<file path="src/rtl/stop_pkg.sv">
package stop_pkg;
  typedef enum logic [1:0] {
    SB_NORMAL = 2'd0,
    SB_STOP   = 2'd1,
    SB_STAB   = 2'd2
  } sb_state_e;
endpackage

</file>
<file path="src/rtl/stop_wake_eval.sv">
module stop_wake_eval #(
  parameter int N_EXT = 4,
  parameter int N_PER = 3,
  parameter int PRIO_W = 3,
  parameter logic [N_PER-1:0] WAKE_CAP = '1
) (
  input  logic              clk,
  input  logic              rst_n,
  input  logic              in_stop,
  input  logic              intm,
  input  logic              ie,
  input  logic              in_service,
  input  logic [PRIO_W-1:0] svc_prio,
  input  logic [PRIO_W-1:0] req_prio,
  input  logic [N_EXT-1:0]  ext_req,
  input  logic [N_EXT-1:0]  ext_mask,
  input  logic [N_PER-1:0]  per_req,
  input  logic [N_PER-1:0]  per_mask,
  output logic              wake,
  output logic              branch_q
);
  logic ext_hit, per_hit, take_branch;

  assign ext_hit = |(ext_req & ~ext_mask);
  assign per_hit = |(per_req & ~per_mask & WAKE_CAP);
  assign wake = (ext_hit | per_hit) & ~intm;
  assign take_branch = ie & (~in_service | (req_prio > svc_prio));

  always_ff @(posedge clk or negedge rst_n) begin
    if (!rst_n) branch_q <= 1'b0;
    else if (in_stop && wake) branch_q <= take_branch;
  end


  ie_off_resume_chk: assert property (@(posedge clk) disable iff (!rst_n)
    (in_stop && wake && !ie) |=> !branch_q);

  low_prio_resume_chk: assert property (@(posedge clk) disable iff (!rst_n)
    (in_stop && wake && ie && in_service && req_prio <= svc_prio) |=> !branch_q);

  intm_quiet_chk: assert property (@(posedge clk) disable iff (!rst_n)
    intm |-> !wake);
endmodule

</file>
<file path="src/rtl/stop_stab_counter.sv">
module stop_stab_counter #(
  parameter int CNT_W = 16
) (
  input  logic             clk,
  input  logic             rst_n,
  input  logic             load,
  input  logic [CNT_W-1:0] load_val,
  input  logic             run,
  output logic             zero
);
  logic [CNT_W-1:0] cnt_q;

  always_ff @(posedge clk or negedge rst_n) begin
    if (!rst_n) cnt_q <= '0;
    else if (load) cnt_q <= load_val;
    else if (run && cnt_q != '0) cnt_q <= cnt_q - 1'b1;
  end

  assign zero = (cnt_q == '0);


  cnt_step_chk: assert property (@(posedge clk) disable iff (!rst_n)
    (run && !load && cnt_q != '0) |=> cnt_q == $past(cnt_q) - 1'b1);

  cnt_load_chk: assert property (@(posedge clk) disable iff (!rst_n)
    load |=> cnt_q == $past(load_val));
endmodule

</file>
<file path="src/rtl/stop_standby_ctrl.sv">
module stop_standby_ctrl
  import stop_pkg::*;
#(
  parameter int MODE_W = 2,
  parameter logic [MODE_W-1:0] STOP_ENC = 2'b01,
  parameter int CNT_W = 16,
  parameter logic [CNT_W-1:0] STAB_DEF = 16'd8,
  parameter int N_EXT = 4,
  parameter int N_PER = 3,
  parameter int PRIO_W = 3,
  parameter logic [N_PER-1:0] WAKE_CAP = 3'b011
) (
  input  logic              clk,
  input  logic              rst_n,
  input  logic              mode_wr,
  input  logic [MODE_W-1:0] mode_wdata,
  input  logic              trig_wr,
  input  logic              stab_wr,
  input  logic [CNT_W-1:0]  stab_wdata,
  input  logic              intm,
  input  logic              ie,
  input  logic              in_service,
  input  logic [PRIO_W-1:0] svc_prio,
  input  logic [PRIO_W-1:0] req_prio,
  input  logic [N_EXT-1:0]  ext_req,
  input  logic [N_EXT-1:0]  ext_mask,
  input  logic [N_PER-1:0]  per_req,
  input  logic [N_PER-1:0]  per_mask,
  input  logic [N_PER-1:0]  per_ext_clk,
  output logic              osc_en,
  output logic              cpu_clk_en,
  output logic [N_PER-1:0]  per_clk_en,
  output logic [1:0]        state_o,
  output logic              resume_valid,
  output logic              resume_branch
);
  sb_state_e         state_q;
  logic [MODE_W-1:0] psm_q;
  logic [CNT_W-1:0]  stab_q;
  logic              wake, cnt_zero, resume_q, in_stop;

  assign in_stop = (state_q == SB_STOP);

  always_ff @(posedge clk or negedge rst_n) begin
    if (!rst_n) begin
      psm_q  <= '0;
      stab_q <= STAB_DEF;
    end else begin
      if (mode_wr) psm_q <= mode_wdata;
      if (stab_wr) stab_q <= stab_wdata;
    end
  end

  stop_wake_eval #(
    .N_EXT(N_EXT), .N_PER(N_PER), .PRIO_W(PRIO_W), .WAKE_CAP(WAKE_CAP)
  ) u_wake (
    .clk(clk), .rst_n(rst_n), .in_stop(in_stop), .intm(intm), .ie(ie),
    .in_service(in_service), .svc_prio(svc_prio), .req_prio(req_prio),
    .ext_req(ext_req), .ext_mask(ext_mask), .per_req(per_req),
    .per_mask(per_mask), .wake(wake), .branch_q(resume_branch)
  );

  stop_stab_counter #(.CNT_W(CNT_W)) u_cnt (
    .clk(clk), .rst_n(rst_n), .load(in_stop && wake), .load_val(stab_q),
    .run(state_q == SB_STAB), .zero(cnt_zero)
  );

  always_ff @(posedge clk or negedge rst_n) begin
    if (!rst_n) begin
      state_q  <= SB_NORMAL;
      resume_q <= 1'b0;
    end else begin
      resume_q <= 1'b0;
      unique case (state_q)
        SB_NORMAL: if (trig_wr && psm_q == STOP_ENC) state_q <= SB_STOP;
        SB_STOP:   if (wake) state_q <= SB_STAB;
        SB_STAB:   if (cnt_zero) begin
                     state_q  <= SB_NORMAL;
                     resume_q <= 1'b1;
                   end
        default:   state_q <= SB_NORMAL;
      endcase
    end
  end

  assign osc_en       = (state_q != SB_STOP);
  assign cpu_clk_en   = (state_q == SB_NORMAL);
  assign state_o      = state_q;
  assign resume_valid = resume_q;

  for (genvar i = 0; i < N_PER; i++) begin : g_pclk
    assign per_clk_en[i] = (state_q == SB_NORMAL) | per_ext_clk[i];
  end


  bad_mode_entry_chk: assert property (@(posedge clk) disable iff (!rst_n)
    (state_q == SB_NORMAL && psm_q != STOP_ENC) |=> state_q == SB_NORMAL);

  stop_gate_chk: assert property (@(posedge clk) disable iff (!rst_n)
    in_stop |-> (!cpu_clk_en && !osc_en && per_clk_en == per_ext_clk));

  intm_hold_chk: assert property (@(posedge clk) disable iff (!rst_n)
    (in_stop && intm) |=> state_q == SB_STOP);

  resume_pulse_chk: assert property (@(posedge clk) disable iff (!rst_n)
    resume_valid |=> !resume_valid);

  resume_after_stab_chk: assert property (@(posedge clk) disable iff (!rst_n)
    $rose(resume_valid) |-> (state_q == SB_NORMAL && $past(state_q) == SB_STAB));
endmodule

</file>
<file path="config.mk">
export PLATFORM = sky130hd
export DESIGN_NAME = stop_standby_ctrl
export DESIGN_NICKNAME = d
export VERILOG_FILES = /design/src/rtl/stop_pkg.sv /design/src/rtl/stop_wake_eval.sv /design/src/rtl/stop_stab_counter.sv /design/src/rtl/stop_standby_ctrl.sv
export SDC_FILE = /design/constraint.sdc
export NUM_CORES = 1
export LEC_CHECK = 0
export ABC_AREA = 1
export CAP_MARGIN = 10
export CORE_MARGIN = 2
export CORE_UTILIZATION = 41
export DETAILED_ROUTE_END_ITERATION = 7
export DONT_BUFFER_PORTS = 1
export MAX_ROUTING_LAYER = met4
export PLACE_DENSITY = 0.62
export RECOVER_POWER = 100
export SYNTH_ARGS = -nofsm -noshare
export SYNTH_HDL_FRONTEND = slang
export SYNTH_HIERARCHICAL = 1
export SYNTH_SLANG_ARGS = --single-unit
</file>
<file path="constraint.sdc">
create_clock -name clk -period 2.6 [get_ports clk]
set_input_delay 0.13 -clock clk [delete_from_list [all_inputs] [get_ports clk]]
set_output_delay 0.13 -clock clk [all_outputs]
set_load 0.05 [all_outputs]
</file>
## Word level (Yosys, flattened, before mapping)

Index checks and enable logic that the tools add are counted.

| storage, ports and cells | value |
|---|---|
| bits of input ports | 49 |
| output and inout port bits | 9 |
| logic and storage cells | 46 |
| register bits after elaboration | 38 |

| cells by class | value |
|---|---|
| muxes and demuxes | 8 |
| reductions and logical operators | 10 |
| add/sub/neg operators | 1 |
| bitwise logic cells | 13 |
| equal/unequal tests | 7 |
| magnitude comparators | 1 |

Operators with widths:

| operator | number |
|---|---|
| $mux 16 | 2 |
| $logic_not 16->1 | 1 |
| $reduce_bool 16->1 | 1 |
| $sub 16x1->16 const B | 1 |
| $mux 2 | 3 |
| $pmux 2 s3 | 1 |
| $or 1x1->1 | 5 |
| $and 4x4->4 | 1 |
| $eq 2x1->1 const B | 2 |
| $ne 2x1->1 const B | 2 |
| $ne 2x2->1 const B | 2 |
| $not 4->4 | 1 |
| $reduce_or 4->1 | 1 |
| $gt 3x3->1 | 1 |
| $logic_and 1x1->1 | 3 |
| $reduce_and 3->1 | 1 |
| $and 1x1->1 | 2 |
| $and 2x2->2 | 1 |
| $eq 2x2->1 const B | 1 |
| $logic_not 2->1 | 1 |
| $mux 1 | 2 |
| $not 1->1 | 2 |
| $not 2->2 | 1 |
| $reduce_bool 2->1 | 1 |
| $reduce_or 2->1 | 1 |

## Longest topological paths before layout

Gate-level depths: netlist (run 1).

| logic depth | value |
|---|---|
| depth after elaboration | 7 |
| depth in mapped cells | 13 |
| gate-level depth less buffers | 12 |

## By module

Netlist (run 1), hierarchy kept.

By module, submodules not included:

| module | area an instance (µm²) | cells an instance | instances | seq. area each (µm²) |
|---|---|---|---|---|
| stop_stab_counter | 1255.0 | 183 | 1 | 400.4 |
| stop_standby_ctrl | 858.3 | 96 | 1 | 526.8 |
| stop_wake_eval | 202.7 | 37 | 1 | 25.0 |

## Worst setup path after synthesis (run 1)

Ideal clock, no wire load.

| timing path | value |
|---|---|
| path type | reg-to-reg |
| start | register state_q[0], in the netlist state_o[0] |
| end | register u_cnt.cnt_q[14] |
| data required time | 2.481 ns |
| cell stages (with the launch flop) | 8 |
| data arrival time | 2.001 ns |
| library setup time | 0.119 ns |
| buffers on the path | 1 |
| path slack | 0.480 ns |
| period minus slack after synthesis | 2.120 ns |
| cells stage by stage | dfrtp_1 -> nand2_2 -> nor2_1 -> inv_2 -> buf_2 -> or2_2 -> nand3_2 -> nand2_1 |

| on the way | value |
|---|---|
| cells in the longest elaborated chain, start to end | 3 |
| elaborated cells on any way between the ends | 6 |
| those cells by class | eq/ne: 2; mux: 1; reduce/logical: 3 |

RTL lines:

| what | RTL line | text |
|---|---|---|
| from (decl) | stop_standby_ctrl.sv:37 | `sb_state_e state_q;` |
| from (signal assigned) | stop_standby_ctrl.sv:70 | `state_q <= SB_NORMAL;` |
| from (signal assigned) | stop_standby_ctrl.sv:75 | `SB_NORMAL: if (trig_wr && psm_q == STOP_ENC) state_q <= SB_STOP;` |
| from (signal assigned) | stop_standby_ctrl.sv:76 | `SB_STOP: if (wake) state_q <= SB_STAB;` |
| $eq 2x1->1 or $eq 2x2->1 (tied branches) | stop_standby_ctrl.sv:42, stop_standby_ctrl.sv:65 |  |
| $logic_and 1x1->1 (on tied branches) | stop_standby_ctrl.sv:64, stop_stab_counter.sv:16 |  |
| $mux 16 or $reduce_bool 2->1 (tied branches) | - |  |
| to (signal assigned) | stop_stab_counter.sv:15 | `else if (load) cnt_q <= load_val;` |
| to (signal assigned) | stop_stab_counter.sv:16 | `else if (run && cnt_q != '0) cnt_q <= cnt_q - 1'b1;` |
| to (decl) | stop_stab_counter.sv:11 | `logic [CNT_W-1:0] cnt_q;` |

Several ways; a longest one is shown, not always the timed one.
A chain may end at the register's enable or synchronous reset.

## Worst setup path in the final report (run 1)

| timing path | value |
|---|---|
| start | register state_q[0], in the netlist state_o[0] |
| end | register u_cnt.cnt_q[9] |

Same word-level chain as after synthesis.

==> results of run 1 <==
-- cells by family (layout without fill, tap and decap cells) --
kind of cell | Yosys count | after routing
AOI/OAI and AO/OA | 34 | 34
xor gates and xnor gates | 6 | 6
and+or+nand+nor | 175 | 175
DFF | 38 | 38
buffers and inverters | 59 | 85
adders and majority gates | 4 | 4
-- cell usage in the layout (no fill, tap or decap), types with 2 or more instances in the layout --
master / Yosys / layout
sky130_fd_sc_hd__nand2_1: 88 / 88
sky130_fd_sc_hd__xor2_1: 5 / 5
sky130_fd_sc_hd__dlygate4sd3_1: 0 / 23
sky130_fd_sc_hd__or2_1: 3 / 3
sky130_fd_sc_hd__bufinv_16: 0 / 2
sky130_fd_sc_hd__nor2_1: 27 / 28
sky130_fd_sc_hd__ha_1: 4 / 4
sky130_fd_sc_hd__dfrtp_1: 37 / 37
sky130_fd_sc_hd__nor2_4: 2 / 2
sky130_fd_sc_hd__clkbuf_8: 0 / 5
sky130_fd_sc_hd__inv_2: 6 / 4
sky130_fd_sc_hd__or2_2: 4 / 4
sky130_fd_sc_hd__nand3_2: 4 / 2
sky130_fd_sc_hd__inv_1: 45 / 47
sky130_fd_sc_hd__a21oi_1: 4 / 4
sky130_fd_sc_hd__o21ai_1: 4 / 3
sky130_fd_sc_hd__a21oi_2: 2 / 2
sky130_fd_sc_hd__o21ai_2: 3 / 3
sky130_fd_sc_hd__nor2_2: 9 / 8
sky130_fd_sc_hd__nand2_2: 5 / 6
sky130_fd_sc_hd__nand3_1: 28 / 30
sky130_fd_sc_hd__o21ai_0: 20 / 21
-- per-stage QoR --
stage / instances / hold WS [ps]
finish: 414 / 14.6
global route: 414 / 24.9
CTS: 414 / 7.13
detailed placement: 382 / -165
global placement: 382 / -165
floorplan: 316 / -166
-- registers in the layout, indices dropped and copies added, names as in the netlist --
name             count
u_cnt/cnt_q         16
state_o              2
psm_q                2
resume_valid         1
stab_q              16
u_wake/branch_q      1
-- cell type report --
class / instances / area, µm²
Timing Repair Buffer: 26 / 254
Clock inverter: 3 / 68.8
Sequential cell: 38 / 952
Inverter: 51 / 191
Clock buffer: 5 / 68.8
Tap cell: 72 / 90.1
Fill cell: 570 / 2750
Multi-Input combinational cell: 219 / 1090
-- routing by layer --
layer	share of wire [%]	vias up
met5	0	-
met4	1.1	0
met3	4.8	5
met2	46	53
met1	48	842
li1	-	1017
-- critical path, stage by stage, from the launching register on --
cell and delay, ps:
sky130_fd_sc_hd__dfrtp_1 740, sky130_fd_sc_hd__nand2_2 360, sky130_fd_sc_hd__nor2_1 270, sky130_fd_sc_hd__inv_2 220, sky130_fd_sc_hd__nand3_1 210, sky130_fd_sc_hd__inv_1 160
sky130_fd_sc_hd__nand2_1 100, sky130_fd_sc_hd__nand3_1 60
-- worst paths after layout --
kind / slack (ps) / end / startpoint / depth (start not counted)
max: 350 / u_cnt/cnt_q[9] / state_o[0] / 7
min: 10 / u_wake/branch_q / intm / 3
max reg2reg: 350 / u_cnt/cnt_q[9] / state_o[0] / 7
min reg2reg: 500 / u_cnt/cnt_q[9] / stab_q[9] / 2
max in group asynchronous: 690 / stab_q[12] / rst_n / 2
min in group asynchronous: 920 / psm_q[1] / rst_n / 2
-- report_power, final --
part / leakage [nW] / total [mW] / internal, mW / switching, mW
sequential: 0.468 / 0.928 / 0.735 / 0.193
combinational: 0.844 / 1.04 / 0.348 / 0.692
clock: 0.0683 / 0.610 / 0.385 / 0.225
==> out/qor.json, run 1 <==
{
  "run_status": {
    "run_status": "finished with violations",
    "violations": "capacitance limit, slew limit"
  },
  "floorplanning": {
    "floorplan.die.height_um": 79.2,
    "placeable_core_region_mm2": 0.00547,
    "die-width_um": 79.2,
    "initial_core_util_pct": 42.3,
    "ioPinCount": 58,
    "design.die.area_mm2": 0.00627,
    "rows": 27
  },
  "route": {
    "route.final.wire_length_um": 4840,
    "via_count": 1917,
    "drc_errors": 0,
    "vias_per_cell": 4.63,
    "drt_first_pass_iters": 4,
    "avgRoutedWirePerCell_um": 11.7,
    "drt-initial-drc-count": 90,
    "ant_nets": 0
  },
  "place": {
    "number_of_buffers_added_on_ports": 0,
    "dpl_cell_area_mm2": 0.00237,
    "dpl.hpwl_um": 3370,
    "routabilityCongestion": 0.875,
    "detailedPlace.worstSlack_ps": 443
  },
  "cts": {
    "ctsHtreeMaxLevel": 2,
    "cts-buffers-inserted": 5,
    "clock_buffer_depth": 2,
    "postCtsResizedCells": 0,
    "clk_latency_ps": 290,
    "ctsHoldBuffers": 24,
    "post-cts-setup-buffers": 0,
    "cts_root_buf": "sky130_fd_sc_hd__clkbuf_8",
    "tritoncts_clock_tree": "done",
    "clock_sink_count": 38,
    "clk_pin_slew_worst_paths_ps": 80
  },
  "synthesis": {
    "netlist.top_cell.by_area": "sky130_fd_sc_hd__dfrtp_1",
    "portion_of_netlist_area_occupied_by_mux_cells_pct": 0,
    "synthesis.yosys.warnings": 6,
    "area_fraction_in_compound_gates_after_synthesis_pct": 8.27,
    "synthesis.area_per_instance_um2": 7.33,
    "synth_enable_flop_cells": 0,
    "synthSimpleGateAreaFrac_pct": 35.5,
    "synth_xor_xnor_area_share_pct": 2.27,
    "synthDominantCellAreaShare_pct": 40.0,
    "main_combinational_cell_family_by_area_after_synthesis": "simple AND/OR/NAND/NOR gates",
    "synth_top_flop_cell": "sky130_fd_sc_hd__dfrtp_1",
    "synthDistinctLibCells": 30,
    "synth_area_leaders": "sky130_fd_sc_hd__dfrtp_1 (40%), sky130_fd_sc_hd__nand2_1 (14%), sky130_fd_sc_hd__inv_1 (7.3%), sky130_fd_sc_hd__nand3_1 (6.1%), sky130_fd_sc_hd__nor2_1 (4.4%)",
    "syn_inst": 316,
    "synth.yosys.seq_area_share_pct": 41.1,
    "cell_area_synth_mm2": 0.00232,
    "ys_top_cells_by_count": "sky130_fd_sc_hd__nand2_1 (88), sky130_fd_sc_hd__inv_1 (45), sky130_fd_sc_hd__dfrtp_1 (37)",
    "yosysMostFrequentCell": "sky130_fd_sc_hd__nand2_1",
    "postSynthRegisterBits": 38,
    "async_flop_share_pct": 100,
    "syn_nets": 369,
    "post_synth_fa_ha_maj_area_fraction_pct": 2.16
  },
  "power": {
    "total_leakage_power_nw": 1.38,
    "finalPower_mw": 2.58,
    "p_per_area_mw_per_mm2": 948,
    "vdd_ir_drop_max_mv": 0.608
  },
  "global_route": {
    "track_usage_pct": 17.6,
    "gr-usage-met3_pct": 4.09,
    "met2_track_demand_over_resource_pct": 27.2,
    "grt_pass1_wl_um": 8270,
    "global_route_layer_with_the_greatest_usage": "met2",
    "vias_in_the_first_global_route": 1829,
    "pin_count_of_the_biggest_net_entering_global_routing": 39,
    "number_of_antenna_violations_at_the_first_check_in_global_routing": 0,
    "grt.met1_usage_pct": 22.8,
    "grt.overflow.total": 0
  },
  "setup_path": {
    "crit_required_ps": 2780,
    "timing.critical_path.arrival_ps": 2430,
    "cp_max_fo": 24,
    "critical_path.endpoint_type": "register",
    "path_class": "reg2reg",
    "timing.critical_path.from_type": "register"
  },
  "finish": {
    "fin_util_pct": 49.7,
    "diodes": 0,
    "syn2layout_area_growth_pct": 17.4,
    "drive_gt1_share_pct": 12.6,
    "design_area_mm2": 0.00272,
    "finish.net_count": 394
  },
  "sta": {
    "final_critical_path_setup_slack_ps": 346,
    "min_cycle_time_layout_ps": 2250,
    "timing.final.crit_share_pct": 86.7,
    "worst_slew_margin_rel_pct": -12.5,
    "rsz0062_at_grt": "false",
    "worstMarginPinSlew_ps": 1690,
    "number_of_setup_violations_in_the_final_report": 0,
    "timing_hold_violations_final": 0,
    "fin_skew_ps": 6.82,
    "fmax_mhz": 444,
    "final-max-slew-violation-count": 39,
    "final.setup.tns_ps": 0
  },
  "worst_hold_path": {
    "hold_path.class": "in2reg"
  },
  "flow_run": {
    "cap_violations": 1
  }
}
Note: power is estimated with default switching activity, not from simulation.
==> inputs of run 2 (changes only) <==
Settings changed: CORE_MARGIN 2 to 4.
==> out/qor.json, run 2 (synthesis gave the netlist of run 1 again) <==
{
  "run_status": {
    "run_status": "finished with violations",
    "violations": "capacitance limit, slew limit"
  },
  "setup_path": {
    "crit_path_launch": "state_o[1]",
    "critical_path_cell_count": {"value": 7, "change": "unchanged"},
    "critical_path.endpoint_type": "register",
    "cp_max_fo": {"value": 24, "change": "unchanged"},
    "critical_path_end": "u_cnt/cnt_q[4]",
    "critical_path.top_delay_family": "simple AND/OR/NAND/NOR gates",
    "timing.critical_path.from_type": "register",
    "reg2regPathDepth": {"value": 7, "change": "unchanged"},
    "cp_slowest_stage_delay": {"value": 670, "unit": "ps", "change": "-70 ps"},
    "timing.critical_path.cells": "inv_1 > nand2_2 > nor2_1 > inv_2 > nand2_2 > nor2_1 > a21oi_2",
    "crit_slowest_cell": "sky130_fd_sc_hd__dfrtp_1",
    "r2r-end": "u_cnt/cnt_q[4]",
    "path_class": "reg2reg",
    "r2r-start": "state_o[1]",
    "reg2reg_setup_slack": {"value": 330, "unit": "ps", "change": "-20 ps"},
    "timing.critical_path.arrival": {"value": 2430, "unit": "ps", "change": "about the same"},
    "crit_required": {"value": 2760, "unit": "ps", "change": "-20 ps"},
    "cp.buffers_inverters": {"value": 2, "change": "unchanged"}
  },
  "power": {
    "finalPower": {"value": 2.38, "unit": "mW", "change": "-7.5%"},
    "total_leakage_power": {"value": 1.36, "unit": "nW", "change": "-1.6%"},
    "vdd_ir_drop_max": {"value": 0.537, "unit": "mV", "change": "-12%"},
    "p_per_area": {"value": 892, "unit": "mW/mm²", "change": "-6.0%"}
  },
  "floorplanning": {
    "ioPinCount": {"value": 58, "change": "unchanged"},
    "floorplan.die.height": {"value": 83.2, "unit": "µm", "change": "+5.1%"},
    "die-width": {"value": 83.2, "unit": "µm", "change": "+5.1%"},
    "design.die.area": {"value": 0.00691, "unit": "mm²", "change": "+10%"},
    "initial_core_util": {"value": 42.1, "unit": "%", "change": "-0.26 points"},
    "rows": {"value": 27, "change": "unchanged"},
    "placeable_core_region": {"value": 0.00551, "unit": "mm²", "change": "+0.62%"}
  },
  "finish": {
    "multiInputGateArea": {"value": 0.00109, "unit": "mm²", "change": "-0.23%"},
    "mostFrequentLayoutCell": "sky130_fd_sc_hd__nand2_1",
    "largest_regs": "stab_q (16), u_cnt/cnt_q (16)",
    "mostFrequentLayoutCells": "sky130_fd_sc_hd__nand2_1 (89), sky130_fd_sc_hd__inv_1 (48), sky130_fd_sc_hd__dfrtp_1 (37)",
    "finish.net_count": {"value": 394, "change": "unchanged"},
    "diodes": {"value": 0, "change": "unchanged"},
    "fill_cell_count": {"value": 543, "change": "-4.7%"},
    "syn2layout_area_growth_pct": 15.5,
    "seq_area": {"value": 952, "unit": "µm²", "change": "unchanged"},
    "drive_gt1_share": {"value": 11.7, "unit": "%", "change": "-0.88 points"}
  },
  "sta": {
    "timing_hold_violations_final": {"value": 0, "change": "unchanged"},
    "final.setup.tns": {"value": 0, "unit": "ps", "change": "unchanged"},
    "fin_skew": {"value": 10.6, "unit": "ps", "change": "+3.83 ps"},
    "number_of_setup_violations_in_the_final_report": {"value": 0, "change": "unchanged"},
    "fmax": {"value": 441, "unit": "MHz", "change": "-0.69%"},
    "timing.final.crit_share": {"value": 87.3, "unit": "%", "change": "+0.61 points"},
    "final.hold.worst_slack": {"value": 18.2, "unit": "ps", "change": "+3.64 ps"},
    "min_cycle_time_layout": {"value": 2270, "unit": "ps", "change": "+15.8 ps"},
    "worst_slew_margin_rel": {"value": -11.5, "unit": "%", "change": "+1.0 points"},
    "final-max-slew-violation-count": {"value": 39, "change": "unchanged"},
    "rsz0062_at_grt": "false",
    "worstMarginPinSlew": {"value": 1670, "unit": "ps", "change": "-15.5 ps"}
  },
  "cts": {
    "clk_latency": {"value": 290, "unit": "ps", "change": "about the same"},
    "ctsHtreeMaxLevel": {"value": 2, "change": "unchanged"},
    "cts-buffers-inserted": {"value": 5, "change": "unchanged"},
    "clock_sink_count": {"value": 38, "change": "unchanged"},
    "clock_buffer_depth": {"value": 2, "change": "unchanged"},
    "clk_pin_slew_worst_paths": {"value": 80, "unit": "ps", "change": "about the same"},
    "tritoncts_clock_tree": "done",
    "cts_root_buf": "sky130_fd_sc_hd__clkbuf_8"
  },
  "route": {
    "vias_per_cell": {"value": 4.70, "change": "+1.5%"},
    "drt-initial-drc-count": {"value": 124, "change": "+38%"},
    "drc_errors": {"value": 0, "change": "unchanged"},
    "drt_first_pass_iters": {"value": 4, "change": "unchanged"},
    "route.final.wire_length": {"value": 4920, "unit": "µm", "change": "+1.7%"},
    "ant_nets": {"value": 0, "change": "unchanged"},
    "via_count": {"value": 1945, "change": "+1.5%"},
    "avgRoutedWirePerCell": {"value": 11.9, "unit": "µm", "change": "+1.7%"}
  },
  "global_route": {
    "number_of_antenna_violations_at_the_first_check_in_global_routing": {"value": 0, "change": "unchanged"},
    "grt_pass1_wl": {"value": 9050, "unit": "µm", "change": "+9.4%"},
    "grt.overflow.total": {"value": 0, "change": "unchanged"},
    "track_usage": {"value": 16.2, "unit": "%", "change": "-1.4 points"},
    "vias_in_the_first_global_route": {"value": 1982, "change": "+8.4%"},
    "pin_count_of_the_biggest_net_entering_global_routing": {"value": 39, "change": "unchanged"}
  },
  "place": {
    "dpl.hpwl": {"value": 3490, "unit": "µm", "change": "+3.6%"},
    "routabilityCongestion": {"value": 0.886, "change": "+1.2%"},
    "number_of_buffers_added_on_ports": {"value": 0, "change": "unchanged"}
  },
  "flow_run": {
    "cap_violations": {"value": 1, "change": "unchanged"}
  },
  "worst_hold_path": {
    "hold_path.class": "in2reg"
  }
}
[run 2: final cells by class]
type | instances | area share (%)
clock buffers | 6 | 3.09
clock inverters | 2 | 0.468
inverters | 51 | 7.16
multi-input cells | 219 | 40.8
flip-flops and latches | 38 | 35.6
well taps | 72 | 3.37
repair buffers | 26 | 9.50
[run 2: worst min-delay path by stage]
| stage | startpoint | to | slack [ps] | depth (start not counted) |
|---|---|---|---|---|
| after floorplan | rst_n | psm_q[0] | -170 | 0 |
| after global placement | rst_n | u_cnt/cnt_q[12] | -160 | 0 |
| after detailed placement | rst_n | u_cnt/cnt_q[15] | -160 | 0 |
| after CTS | intm | u_wake/branch_q | 10 | 3 |
| after global routing | intm | u_wake/branch_q | 30 | 3 |
| final | in_service | u_wake/branch_q | 20 | 3 |
[run 2: per-stage QoR]
step | instance area (µm²) | worst slack (ps) | utilization, % | cells
after global routing | 2670 | 109 | 48.6 | 414
final | 2670 | 330 | 48.6 | 414
after detailed placement | 2370 | 451 | 43.0 | 382
after CTS | 2710 | 430 | 49.2 | 414
after global placement | 2370 | 469 | 43.0 | 382
after floorplan | 2320 | 480 | - | 316
[run 2: worst register-to-register path, delay by kind of cell (launching register included)]
| family | cells | cell delay (ps) |
|---|---|---|
| buffers and inverters | 2 | 510 |
| and+or+nand+nor | 4 | 920 |
| AOI/OAI and AO/OA | 1 | 40 |
| DFF | 1 | 670 |
[run 2: where the power goes]
part | switching [mW] | internal, mW
Combinational | 0.675 | 0.342
Clock | 0.225 | 0.214
Sequential | 0.194 | 0.735
Total | 1.09 | 1.29
[run 2: routing by layer]
layer  wire length (µm)  global-route usage [%]  share of wire (%)
met1               2290                    21.6                 47
met2               2350                    25.2                 48
met3                263                    3.87                5.3
met4                 16                    3.12               0.33
met5                  0                       -                  0
[run 2: timing repair]
item / in CTS / in global routing
hold buffers: 24 / 0
gates resized for setup: 0 / 0
endpoints found under the hold margin: 58 / 0
setup buffers: 0 / 0
